==> src/rtl/sfifo_pkg.sv <==
package sfifo_pkg;

   localparam int unsigned BYTE_W = 8;
   localparam int unsigned WORD_W = 32;
   localparam int unsigned LVL_W  = 8;

   // status sources, index order is also the enable/status bit order
   localparam int unsigned NSRC     = 4;
   localparam int unsigned S_RXRDY  = 0;
   localparam int unsigned S_TXREQ  = 1;
   localparam int unsigned S_RXOVF  = 2;
   localparam int unsigned S_DONE   = 3;
   localparam int unsigned SRC_POS   [NSRC] = '{0, 4, 8, 12};
   localparam bit          SRC_LEVEL [NSRC] = '{1'b1, 1'b1, 1'b0, 1'b0};

   // control and status word fields
   localparam int unsigned RX_LVL_LSB   = 0;
   localparam int unsigned TX_LVL_LSB   = 16;
   localparam int unsigned RX_FLUSH_BIT = 15;
   localparam int unsigned TX_FLUSH_BIT = 31;
   localparam int unsigned RX_CNT_LSB   = 0;
   localparam int unsigned TX_CNT_LSB   = 16;

   function automatic logic [WORD_W-1:0] src_mask();
      logic [WORD_W-1:0] m;
      m = '0;
      for (int i = 0; i < NSRC; i++) m[SRC_POS[i]] = 1'b1;
      return m;
   endfunction

endpackage

==> src/rtl/sfifo_mem.sv <==
module sfifo_mem #(
   parameter  int unsigned DEPTH = 128,
   parameter  int unsigned DW    = 8,
   localparam int unsigned AW    = $clog2(DEPTH),
   localparam int unsigned CW    = $clog2(DEPTH + 1)
) (
   input  logic          clk,
   input  logic          rst_n,
   input  logic          flush,
   input  logic          push,
   input  logic [DW-1:0] wdata,
   input  logic          pop,
   output logic [DW-1:0] rdata,
   output logic [CW-1:0] cnt,
   output logic          full,
   output logic          empty,
   output logic          ovf
);

   if (DEPTH != 64 && DEPTH != 128) begin : g_bad_depth
      $error("sfifo_mem: DEPTH must be 64 or 128");
   end
   if (DW < 1) begin : g_bad_width
      $error("sfifo_mem: DW must be positive");
   end

   logic [DW-1:0] mem [DEPTH];
   logic [AW-1:0] wptr, rptr;
   logic [CW-1:0] cnt_q;
   logic          do_push, do_pop;

   assign full    = (cnt_q == CW'(DEPTH));
   assign empty   = (cnt_q == '0);
   assign do_push = push & ~full;
   assign do_pop  = pop & ~empty;
   assign ovf     = push & full & ~flush;
   assign rdata   = mem[rptr];
   assign cnt     = cnt_q;

   always_ff @(posedge clk or negedge rst_n) begin
      if (!rst_n) begin
         wptr  <= '0;
         rptr  <= '0;
         cnt_q <= '0;
      end else if (flush) begin
         wptr  <= '0;
         rptr  <= '0;
         cnt_q <= '0;
      end else begin
         if (do_push) wptr <= wptr + AW'(1);
         if (do_pop)  rptr <= rptr + AW'(1);
         case ({do_push, do_pop})
            2'b10:   cnt_q <= cnt_q + CW'(1);
            2'b01:   cnt_q <= cnt_q - CW'(1);
            default: cnt_q <= cnt_q;
         endcase
      end
   end

   always_ff @(posedge clk) begin
      if (do_push && !flush) mem[wptr] <= wdata;
   end

   // never more than DEPTH entries
   a_r3_count_cap: assert property (@(posedge clk) disable iff (!rst_n)
      cnt_q <= CW'(DEPTH));

   // flush empties the queue on the next edge
   a_r4_flush_empties: assert property (@(posedge clk) disable iff (!rst_n)
      flush |=> (cnt == '0));

   // a push into a full queue is dropped
   a_r7_drop_when_full: assert property (@(posedge clk) disable iff (!rst_n)
      (push && full && !pop && !flush) |=> full);

   // removing from an empty queue changes nothing
   a_r2_pop_empty_noop: assert property (@(posedge clk) disable iff (!rst_n)
      (pop && empty && !push && !flush) |=> empty);

endmodule

==> src/rtl/sfifo_cfg.sv <==
module sfifo_cfg
   import sfifo_pkg::*;
#(
   parameter  int unsigned DEPTH   = 128,
   localparam logic [LVL_W-1:0] LVL_RST = LVL_W'(DEPTH / 4 * 3)
) (
   input  logic              clk,
   input  logic              rst_n,
   input  logic              wr,
   input  logic [WORD_W-1:0] wdata,
   output logic [LVL_W-1:0]  rx_lvl,
   output logic [LVL_W-1:0]  tx_lvl,
   output logic              flush_rx,
   output logic              flush_tx,
   output logic [WORD_W-1:0] cfg_q
);

   if (DEPTH / 4 * 3 >= (1 << LVL_W)) begin : g_bad_lvl
      $error("sfifo_cfg: reset threshold does not fit the level field");
   end

   logic unused_cfg;

   always_ff @(posedge clk or negedge rst_n) begin
      if (!rst_n) begin
         rx_lvl <= LVL_RST;
         tx_lvl <= LVL_RST;
      end else if (wr) begin
         rx_lvl <= wdata[RX_LVL_LSB +: LVL_W];
         tx_lvl <= wdata[TX_LVL_LSB +: LVL_W];
      end
   end

   // flush strobes act on the write cycle only, nothing is stored
   assign flush_rx = wr & wdata[RX_FLUSH_BIT];
   assign flush_tx = wr & wdata[TX_FLUSH_BIT];

   always_comb begin
      cfg_q = '0;
      cfg_q[RX_LVL_LSB +: LVL_W] = rx_lvl;
      cfg_q[TX_LVL_LSB +: LVL_W] = tx_lvl;
   end

   assign unused_cfg = ^{wdata[30:24], wdata[14:8]};

endmodule

==> src/rtl/sfifo_irq_ctrl.sv <==
module sfifo_irq_ctrl
   import sfifo_pkg::*;
#(
   parameter int unsigned CW = 8
) (
   input  logic              clk,
   input  logic              rst_n,
   input  logic [CW-1:0]     rx_cnt,
   input  logic [CW-1:0]     tx_cnt,
   input  logic [LVL_W-1:0]  rx_lvl,
   input  logic [LVL_W-1:0]  tx_lvl,
   input  logic              ovf_evt,
   input  logic              done_evt,
   input  logic              ien_wr,
   input  logic [WORD_W-1:0] ien_wdata,
   input  logic              clr_wr,
   input  logic [WORD_W-1:0] clr_wdata,
   output logic [WORD_W-1:0] sts_word,
   output logic [WORD_W-1:0] ien_word,
   output logic              irq
);

   if (CW > 16) begin : g_bad_cw
      $error("sfifo_irq_ctrl: count width out of range");
   end

   localparam logic [WORD_W-1:0] MASK = src_mask();

   logic [NSRC-1:0] cond, sts, ien;
   logic            unused_ien;

   assign cond[S_RXRDY] = (int'(rx_cnt) >= int'(rx_lvl));
   assign cond[S_TXREQ] = (int'(tx_cnt) <= int'(tx_lvl));
   assign cond[S_RXOVF] = ovf_evt;
   assign cond[S_DONE]  = done_evt;

   for (genvar g = 0; g < NSRC; g++) begin : g_src
      localparam int unsigned P = SRC_POS[g];
      logic clr;
      assign clr = clr_wr & clr_wdata[P];

      if (SRC_LEVEL[g]) begin : g_level
         // a clear wins in its own cycle; a live condition re-sets next cycle
         always_ff @(posedge clk or negedge rst_n) begin
            if (!rst_n)   sts[g] <= 1'b0;
            else if (clr) sts[g] <= 1'b0;
            else          sts[g] <= sts[g] | cond[g];
         end
      end else begin : g_event
         // an event arriving with its own clear is kept
         always_ff @(posedge clk or negedge rst_n) begin
            if (!rst_n) sts[g] <= 1'b0;
            else        sts[g] <= (sts[g] & ~clr) | cond[g];
         end
      end

      always_ff @(posedge clk or negedge rst_n) begin
         if (!rst_n)      ien[g] <= 1'b0;
         else if (ien_wr) ien[g] <= ien_wdata[P];
      end
   end

   always_comb begin
      sts_word = '0;
      ien_word = '0;
      for (int i = 0; i < NSRC; i++) begin
         sts_word[SRC_POS[i]] = sts[i];
         ien_word[SRC_POS[i]] = ien[i];
      end
   end

   assign irq        = |(sts & ien);
   assign unused_ien = ^(ien_wdata & ~MASK);

   // a written one clears a level bit on that edge
   a_r9_clear_level: assert property (@(posedge clk) disable iff (!rst_n)
      (clr_wr && clr_wdata[SRC_POS[S_RXRDY]]) |=> !sts_word[SRC_POS[S_RXRDY]]);

   // a written zero leaves a pending bit alone
   a_r9_zero_keeps: assert property (@(posedge clk) disable iff (!rst_n)
      (sts_word[SRC_POS[S_DONE]] && !(clr_wr && clr_wdata[SRC_POS[S_DONE]]))
      |=> sts_word[SRC_POS[S_DONE]]);

   // overrun is flagged on the next edge
   a_r7_overrun_flag: assert property (@(posedge clk) disable iff (!rst_n)
      ovf_evt |=> sts_word[SRC_POS[S_RXOVF]]);

   // completion pulse is captured
   a_r8_done_flag: assert property (@(posedge clk) disable iff (!rst_n)
      done_evt |=> sts_word[SRC_POS[S_DONE]]);

   // reaching the receive threshold raises ready unless cleared
   a_r5_ready_set: assert property (@(posedge clk) disable iff (!rst_n)
      (int'(rx_cnt) >= int'(rx_lvl) && !(clr_wr && clr_wdata[SRC_POS[S_RXRDY]]))
      |=> sts_word[SRC_POS[S_RXRDY]]);

   // no enable, no interrupt
   a_r10_irq_needs_enable: assert property (@(posedge clk) disable iff (!rst_n)
      (ien_wr && ien_wdata == '0) |=> !irq);

endmodule

==> src/rtl/sfifo_irq.sv <==
module sfifo_irq
   import sfifo_pkg::*;
#(
   parameter  int unsigned DEPTH = 128,
   localparam int unsigned CW    = $clog2(DEPTH + 1)
) (
   input  logic              clk,
   input  logic              rst_n,
   input  logic              tx_wr,
   input  logic [7:0]        tx_wdata,
   input  logic              rx_rd,
   output logic [7:0]        rx_rdata,
   input  logic              eng_tx_pop,
   output logic [7:0]        eng_tx_data,
   output logic              eng_tx_avail,
   input  logic              eng_rx_push,
   input  logic [7:0]        eng_rx_data,
   input  logic              xfer_done,
   input  logic              fctl_wr,
   input  logic [31:0]       fctl_wdata,
   output logic [31:0]       fctl_q,
   output logic [31:0]       fsta,
   input  logic              ien_wr,
   input  logic [31:0]       ien_wdata,
   output logic [31:0]       ien_q,
   input  logic              ista_wr,
   input  logic [31:0]       ista_wdata,
   output logic [31:0]       ista,
   output logic              irq
);

   if (CW > LVL_W) begin : g_bad_cnt_field
      $error("sfifo_irq: fill count does not fit its status field");
   end

   logic [LVL_W-1:0] rx_lvl, tx_lvl;
   logic             flush_rx, flush_tx;
   logic [CW-1:0]    rx_cnt, tx_cnt;
   logic             rx_full, rx_empty, rx_ovf;
   logic             tx_full, tx_empty, tx_ovf_unused;

   sfifo_cfg #(.DEPTH(DEPTH)) cfg_i (
      .clk      (clk),
      .rst_n    (rst_n),
      .wr       (fctl_wr),
      .wdata    (fctl_wdata),
      .rx_lvl   (rx_lvl),
      .tx_lvl   (tx_lvl),
      .flush_rx (flush_rx),
      .flush_tx (flush_tx),
      .cfg_q    (fctl_q)
   );

   sfifo_mem #(.DEPTH(DEPTH), .DW(BYTE_W)) txq_i (
      .clk   (clk),
      .rst_n (rst_n),
      .flush (flush_tx),
      .push  (tx_wr),
      .wdata (tx_wdata),
      .pop   (eng_tx_pop),
      .rdata (eng_tx_data),
      .cnt   (tx_cnt),
      .full  (tx_full),
      .empty (tx_empty),
      .ovf   (tx_ovf_unused)
   );

   sfifo_mem #(.DEPTH(DEPTH), .DW(BYTE_W)) rxq_i (
      .clk   (clk),
      .rst_n (rst_n),
      .flush (flush_rx),
      .push  (eng_rx_push),
      .wdata (eng_rx_data),
      .pop   (rx_rd),
      .rdata (rx_rdata),
      .cnt   (rx_cnt),
      .full  (rx_full),
      .empty (rx_empty),
      .ovf   (rx_ovf)
   );

   sfifo_irq_ctrl #(.CW(CW)) irq_i (
      .clk       (clk),
      .rst_n     (rst_n),
      .rx_cnt    (rx_cnt),
      .tx_cnt    (tx_cnt),
      .rx_lvl    (rx_lvl),
      .tx_lvl    (tx_lvl),
      .ovf_evt   (rx_ovf),
      .done_evt  (xfer_done),
      .ien_wr    (ien_wr),
      .ien_wdata (ien_wdata),
      .clr_wr    (ista_wr),
      .clr_wdata (ista_wdata),
      .sts_word  (ista),
      .ien_word  (ien_q),
      .irq       (irq)
   );

   assign eng_tx_avail = ~tx_empty;

   always_comb begin
      fsta = '0;
      fsta[RX_CNT_LSB +: LVL_W] = LVL_W'(rx_cnt);
      fsta[TX_CNT_LSB +: LVL_W] = LVL_W'(tx_cnt);
   end

   // a write into a full transmit queue keeps it full and unchanged in size
   a_r1_tx_full_drop: assert property (@(posedge clk) disable iff (!rst_n)
      (tx_wr && tx_full && !eng_tx_pop && !flush_tx) |=> (tx_cnt == CW'(DEPTH)));

   // read of an empty receive queue is harmless
   a_r2_rx_empty_read: assert property (@(posedge clk) disable iff (!rst_n)
      (rx_rd && rx_empty && !eng_rx_push && !flush_rx) |=> (fsta[RX_CNT_LSB +: LVL_W] == '0));

endmodule

==> config.mk <==
export PLATFORM = sky130hd
export DESIGN_NAME = sfifo_irq
export DESIGN_NICKNAME = d
export VERILOG_FILES = /design/src/rtl/sfifo_pkg.sv /design/src/rtl/sfifo_mem.sv /design/src/rtl/sfifo_cfg.sv /design/src/rtl/sfifo_irq_ctrl.sv /design/src/rtl/sfifo_irq.sv
export SDC_FILE = /design/constraint.sdc
export NUM_CORES = 2
export LEC_CHECK = 0
export BUFFER_PORTS_ARGS = -buffer_cell sky130_fd_sc_hd__buf_2
export CORE_ASPECT_RATIO = 1.2
export CORE_MARGIN = 5
export CORE_UTILIZATION = 55
export CTS_BUF_LIST = sky130_fd_sc_hd__clkbuf_4 sky130_fd_sc_hd__clkbuf_8 sky130_fd_sc_hd__clkbuf_16
export DETAILED_ROUTE_END_ITERATION = 8
export HOLD_SLACK_MARGIN = 0.12
export PLACE_DENSITY = 0.73
export SLEW_MARGIN = 20
export SYNTH_ARGS = -nofsm -noshare
export SYNTH_HDL_FRONTEND = slang
export SYNTH_HIERARCHICAL = 1
export SYNTH_SLANG_ARGS = --single-unit
==> constraint.sdc <==
create_clock -name clk -period 8.6 [get_ports clk]
set_clock_uncertainty 0.2 [all_clocks]
set_input_delay 1.72 -clock clk [delete_from_list [all_inputs] [get_ports clk]]
set_output_delay 1.72 -clock clk [all_outputs]
set_load 0.01 [all_outputs]
=== After elaboration in Yosys (flattened, before gate mapping) ===
Memory sizes are Yosys's and may differ from the RTL's.
Cells that the tools add are included.
W data, S select, Z words.

* Div/mod/pow operators: 0
* Mux-type cells: 18
* Reduce and logical (&&, ||, !) cells: 13
* $lt $le $gt $ge: 2
* Shifts and indexed selects: 0
* Eq/ne operators: 6
* $add $sub $neg: 8
* Bitwise operators: 26
* Multiply operators: 0

{| class="wikitable"
|+ Operator list
! cell !! number
|-
| $mux W7 || 8
|-
| $pmux W8 S2 || 2
|-
| $add A7 B1 Y7 const B || 4
|-
| $add A8 B1 Y8 const B || 2
|-
| $eq A8 B8 Y1 const B || 2
|-
| $logic_not A8 Y1 || 2
|-
| $mux W8 || 2
|-
| $sub A8 B1 Y8 const B || 2
|-
| $and A1 B1 Y1 || 14
|-
| $ge A8 B8 Y1 || 1
|-
| $le A8 B8 Y1 || 1
|-
| $reduce_bool A2 Y1 || 4
|-
| $not A1 Y1 || 7
|-
| $mux W1 || 6
|-
| $reduce_bool A3 Y1 || 2
|-
| $and A4 B4 Y4 || 1
|-
| $eq A2 B1 Y1 const B || 2
|-
| $eq A2 B2 Y1 const B || 2
|-
| $or A1 B1 Y1 || 4
|-
| $reduce_or A4 Y1 || 1
|-
| $logic_and A1 B1 Y1 || 2
|-
| $logic_not A1 Y1 || 2
|}

* Logic and storage cells: 91
* Input bits: 122
* Bits in latches: 0
* Memory bits (read-only): 0
* Register bits after elaboration: 68
* RAM bits: 2048
* Output and inout port bits: 146
* Memories: 2

{| class="wikitable"
|+ Memory list
! memory !! words !! width !! read ports !! clocked after Yosys merged registers in !! write ports !! line !! source
|-
| rxq_i.mem || 128 || 8 || 1 || 0 || 1 || sfifo_mem.sv:27 || <nowiki>logic [DW-1:0] mem [DEPTH];</nowiki>
|-
| txq_i.mem || 128 || 8 || 1 || 0 || 1 || sfifo_mem.sv:27 ||
|}

=== Longest topological paths before layout ===
* Word-level depth: 6
* Mapped depth: 11

=== Cells and area by module ===
The synthesis kept the hierarchy.

{| class="wikitable"
|+ Modules (own cells, without submodules)
! module !! area an instance (um^2) !! instances !! cells an instance !! seq. area each (um^2)
|-
| sfifo_mem || 41155.7 || 2 || 2097 || 31300.0
|-
| sfifo_irq_ctrl || 1126.1 || 1 || 134 || 200.2
|-
| sfifo_cfg || 905.9 || 1 || 69 || 405.4
|-
| sfifo_irq || 127.6 || 1 || 18 || 0.0
|}

=== Least setup slack after synthesis ===
No wires, ideal clock.

* Path kind: input to register
* Start point: input fctl_wr
* End point: memory rxq_i.mem[64][0] (enable)
* Arrival: 3.808 ns
* Slack: 4.197 ns
* Data required time: 8.005 ns
* Stages: 7
* Cell sequence: buf_6 buf_12 and2_2 nand2b_1 a21oi_1 nand3_1 nor4_1

* Cells in the longest elaborated chain, start to end: 5

{| class="wikitable"
|+ RTL lines
! item !! line !! source
|-
| start: declaration || sfifo_irq.sv:19 || <nowiki>input logic fctl_wr,</nowiki>
|-
| $and A1 B1 Y1 || sfifo_cfg.sv:35 || <nowiki>assign flush_rx = wr & wdata[RX_FLUSH_BIT];</nowiki>
|-
| via flush_rx || sfifo_irq.sv:37 || <nowiki>logic flush_rx, flush_tx;</nowiki>
|-
| $logic_not A1 Y1 || sfifo_mem.sv:61 || <nowiki>if (do_push && !flush) mem[wptr] <= wdata;</nowiki>
|-
| $logic_and A1 B1 Y1 || sfifo_mem.sv:61 ||
|-
| $mux W1 || sfifo_mem.sv:61 ||
|-
| $mux W1 (not written as such) || sfifo_mem.sv:61 ||
|-
| end: declaration || sfifo_mem.sv:27 ||
|}

The timed path passes the listed nets, and every way through them passes these cells.

=== Worst setup path after layout ===
* Start point: register rxq_i.rptr[3]
* End point: output rx_rdata[4]

* Cells in the longest elaborated chain, start to end: 1

{| class="wikitable"
|+ RTL lines
! item !! line !! source
|-
| start: declaration || sfifo_mem.sv:28 || <nowiki>logic [AW-1:0] wptr, rptr;</nowiki>
|-
| start signal: assignment || sfifo_mem.sv:51 || <nowiki>if (do_pop) rptr <= rptr + AW'(1);</nowiki>
|-
| $mem_v2 Z128 W8 || -- ||
|-
| end: declaration || sfifo_irq.sv:12 || <nowiki>output logic [7:0] rx_rdata,</nowiki>
|}

No other way between the ends.

==> results.sh <==
export IMPL_vias_per_cell=6.37
export IMPL_drive_gt1_frac=0.207
export IMPL_p_comb_frac=0.215
export IMPL_power_leakage_nw=29.7
export IMPL_slew_headroom=0.238
export IMPL_drt_iter0_drc=4903
export IMPL_first_global_vias=42600
export IMPL_antenna_left=0
export IMPL_nFillCells=10500
export IMPL_worstSkewPairLatency_ns=0.83
export IMPL_die_w_um=368
export IMPL_dr_pass1_iters=6
export IMPL_end_kind="primary output"
export IMPL_period_share=0.798
export IMPL_fin_cells=6687
export IMPL_outcome="finished, final reports clean"
export IMPL_die_area_um2=162000
export IMPL_swShare=0.278
export IMPL_die_h_um=439
export IMPL_rsz0062_at_grt="no"
export IMPL_fin_nets=4686
export IMPL_initial_core_util=0.553
export IMPL_io_buffers=109
export IMPL_r2r_setup_slack_ns=4.56
export IMPL_routedWlPerCell_um=28.9
export IMPL_layout_common_cells="2048 x edfxtp_1, 376 x mux4_2, 312 x nor2_1, 244 x mux2i_1, 201 x clkbuf_16"
export IMPL_pwr_share_clk=0.335
export IMPL_ir_drop_mv=0.208
export IMPL_dp_hpwl_um=118000
export IMPL_hold_viol=0
export IMPL_hold_buffers=0
export IMPL_cts_setup_buffers=0
export IMPL_crit_type="flop to primary output"
export IMPL_regArea_um2=63200
export IMPL_grt_ovfl_total=0
export IMPL_post_cts_resized=0
export IMPL_hold_path_class="flop to flop"
export IMPL_clock_sinks=2116
export IMPL_power_frac_seq=0.450
export IMPL_place_gp_congestion=0.854
export IMPL_clkTransAtPathRegs_ns=0.06
export IMPL_track_usage=0.238
export IMPL_worst_pin_slew_ns=1.14
export IMPL_layout_min_cycle_time_ns=6.86
export IMPL_synth_avg_cell_area_um2=19.1
export IMPL_intPower_w=0.0189
export IMPL_r2r_end="rxq_i/cnt[6]"
export IMPL_cts_tree="built"
export IMPL_dp_cells=6316
export IMPL_drc=0
export IMPL_h_tree_depth=4
export IMPL_setup_viol=0
export IMPL_maxSlewViolCount=0
export IMPL_rows=157
export IMPL_netSwitchingPower_w=0.00726
export IMPL_grt_max_degree=104
export IMPL_antenna_cells=0
export IMPL_finalWirelength_um=194000
export IMPL_clockBufferDepth=3
export IMPL_synthToLayoutAreaGrowth_pct=10.0
export IMPL_startpoint_type="flop"
export IMPL_final_common_cell="edfxtp_1"
export IMPL_numCtsBuffers=199
export IMPL_syn_inst=4413
export IMPL_cts_root_buf="clkbuf_16"
export IMPL_grt_pass1_wl_um=284000
export IMPL_num_io_pins=268
export IMPL_yosysWarnings=6
export IMPL_power_w=0.0261
export IMPL_r2r_cells=11
export IMPL_coreArea_um2=153000
export IMPL_maxCapViolCount=0
export IMPL_crit_fanout=15
export IMPL_cp_required_ns=6.68
export IMPL_crit_start="rxq_i/rptr[3]"
export IMPL_multi_input_area_um2=19300
export IMPL_r2r_start="rxq_i/cnt[2]"
export IMPL_critPathArrivalTime_ns=4.94
export IMPL_routed_via_count=42600
export IMPL_synthesis_area_um2=84500
export IMPL_antenna_found_initial=4
export IMPL_powerDensity_nw_per_um2=281
export IMPL_crit_end="rx_rdata[4]"
export IMPL_timing_fmax_mhz=146
export IMPL_finalSetupTns_ns=0
flip-flops by register name (all words and copies together), names as in the netlist:
register	count
rxq_i/mem	1024
txq_i/mem	1024
cfg_i/rx_lvl	8
cfg_i/tx_lvl	8
rxq_i/cnt	8
txq_i/cnt	8
rxq_i/rptr	7
rxq_i/wptr	7
txq_i/rptr	7
txq_i/wptr	7
irq_i/ien_word	4
irq_i/sts_word	4
layout make-up:
class                           count  area share
Timing Repair Buffer              181      0.0132
Multi-Input combinational cell   1998       0.208
Clock buffer                      244      0.0577
Inverter                           34     0.00137
Tap cell                         1987      0.0267
Sequential cell                  2116       0.680
Clock inverter                    127      0.0133
power by group through the flow:
stage	Clock (W)	Combinational, W	Sequential [W]
floorplan	0	0.00421	0.0118
global placement	0	0.00556	0.0120
detailed placement	0	0.00562	0.0120
CTS	0.00890	0.00565	0.0118
global route	0.00935	0.00593	0.0118
finish	0.00875	0.00562	0.0118
routing by layer:
| metal | global-route usage | share of wire |
|---|---|---|
| met4 | 0.109 | 0.049 |
| met2 | 0.390 | 0.49 |
| met5 | 0 | 0 |
| met1 | 0.319 | 0.37 |
| met3 | 0.0403 | 0.083 |
how the worst min path moves through the flow:
| stage | from | endpoint | cells after the start |
|---|---|---|---|
| 3_3_place_gp | irq_i/sts_word[8] | irq_i/sts_word[8] | 1 |
| 5_1_grt | irq_i/sts_word[8] | irq_i/sts_word[8] | 1 |
| 3_5_place_dp | irq_i/sts_word[8] | irq_i/sts_word[8] | 1 |
| 2_1_floorplan | irq_i/sts_word[12] | irq_i/sts_word[12] | 1 |
| 4_1_cts | irq_i/sts_word[8] | irq_i/sts_word[8] | 1 |
| 6_report | irq_i/sts_word[8] | irq_i/sts_word[8] | 1 |
metrics by stage:
step                      hold WS, ns  instance area [um^2]  setup slack (ns)  utilization
after detailed placement        0.297                 86400              2.64        0.566
after CTS                       0.311                 92900              1.69        0.609
after floorplan                 0.337                 84800              4.20            -
final                           0.310                 92900              1.74        0.609
after global placement          0.294                 86400              2.66        0.566
after global routing            0.360                 92900              1.62        0.609
critical path, stage by stage (launching register included):
cell	delay [ns]
dfrtp_1	0.62
and2_1	0.71
buf_4	0.38
nand2_1	0.50
o221ai_1	0.42
a211oi_1	0.12
a211oi_1	0.88
o22a_1	0.33
buf_2	0.15
No activity file was read; power rests on OpenSTA's default activity.
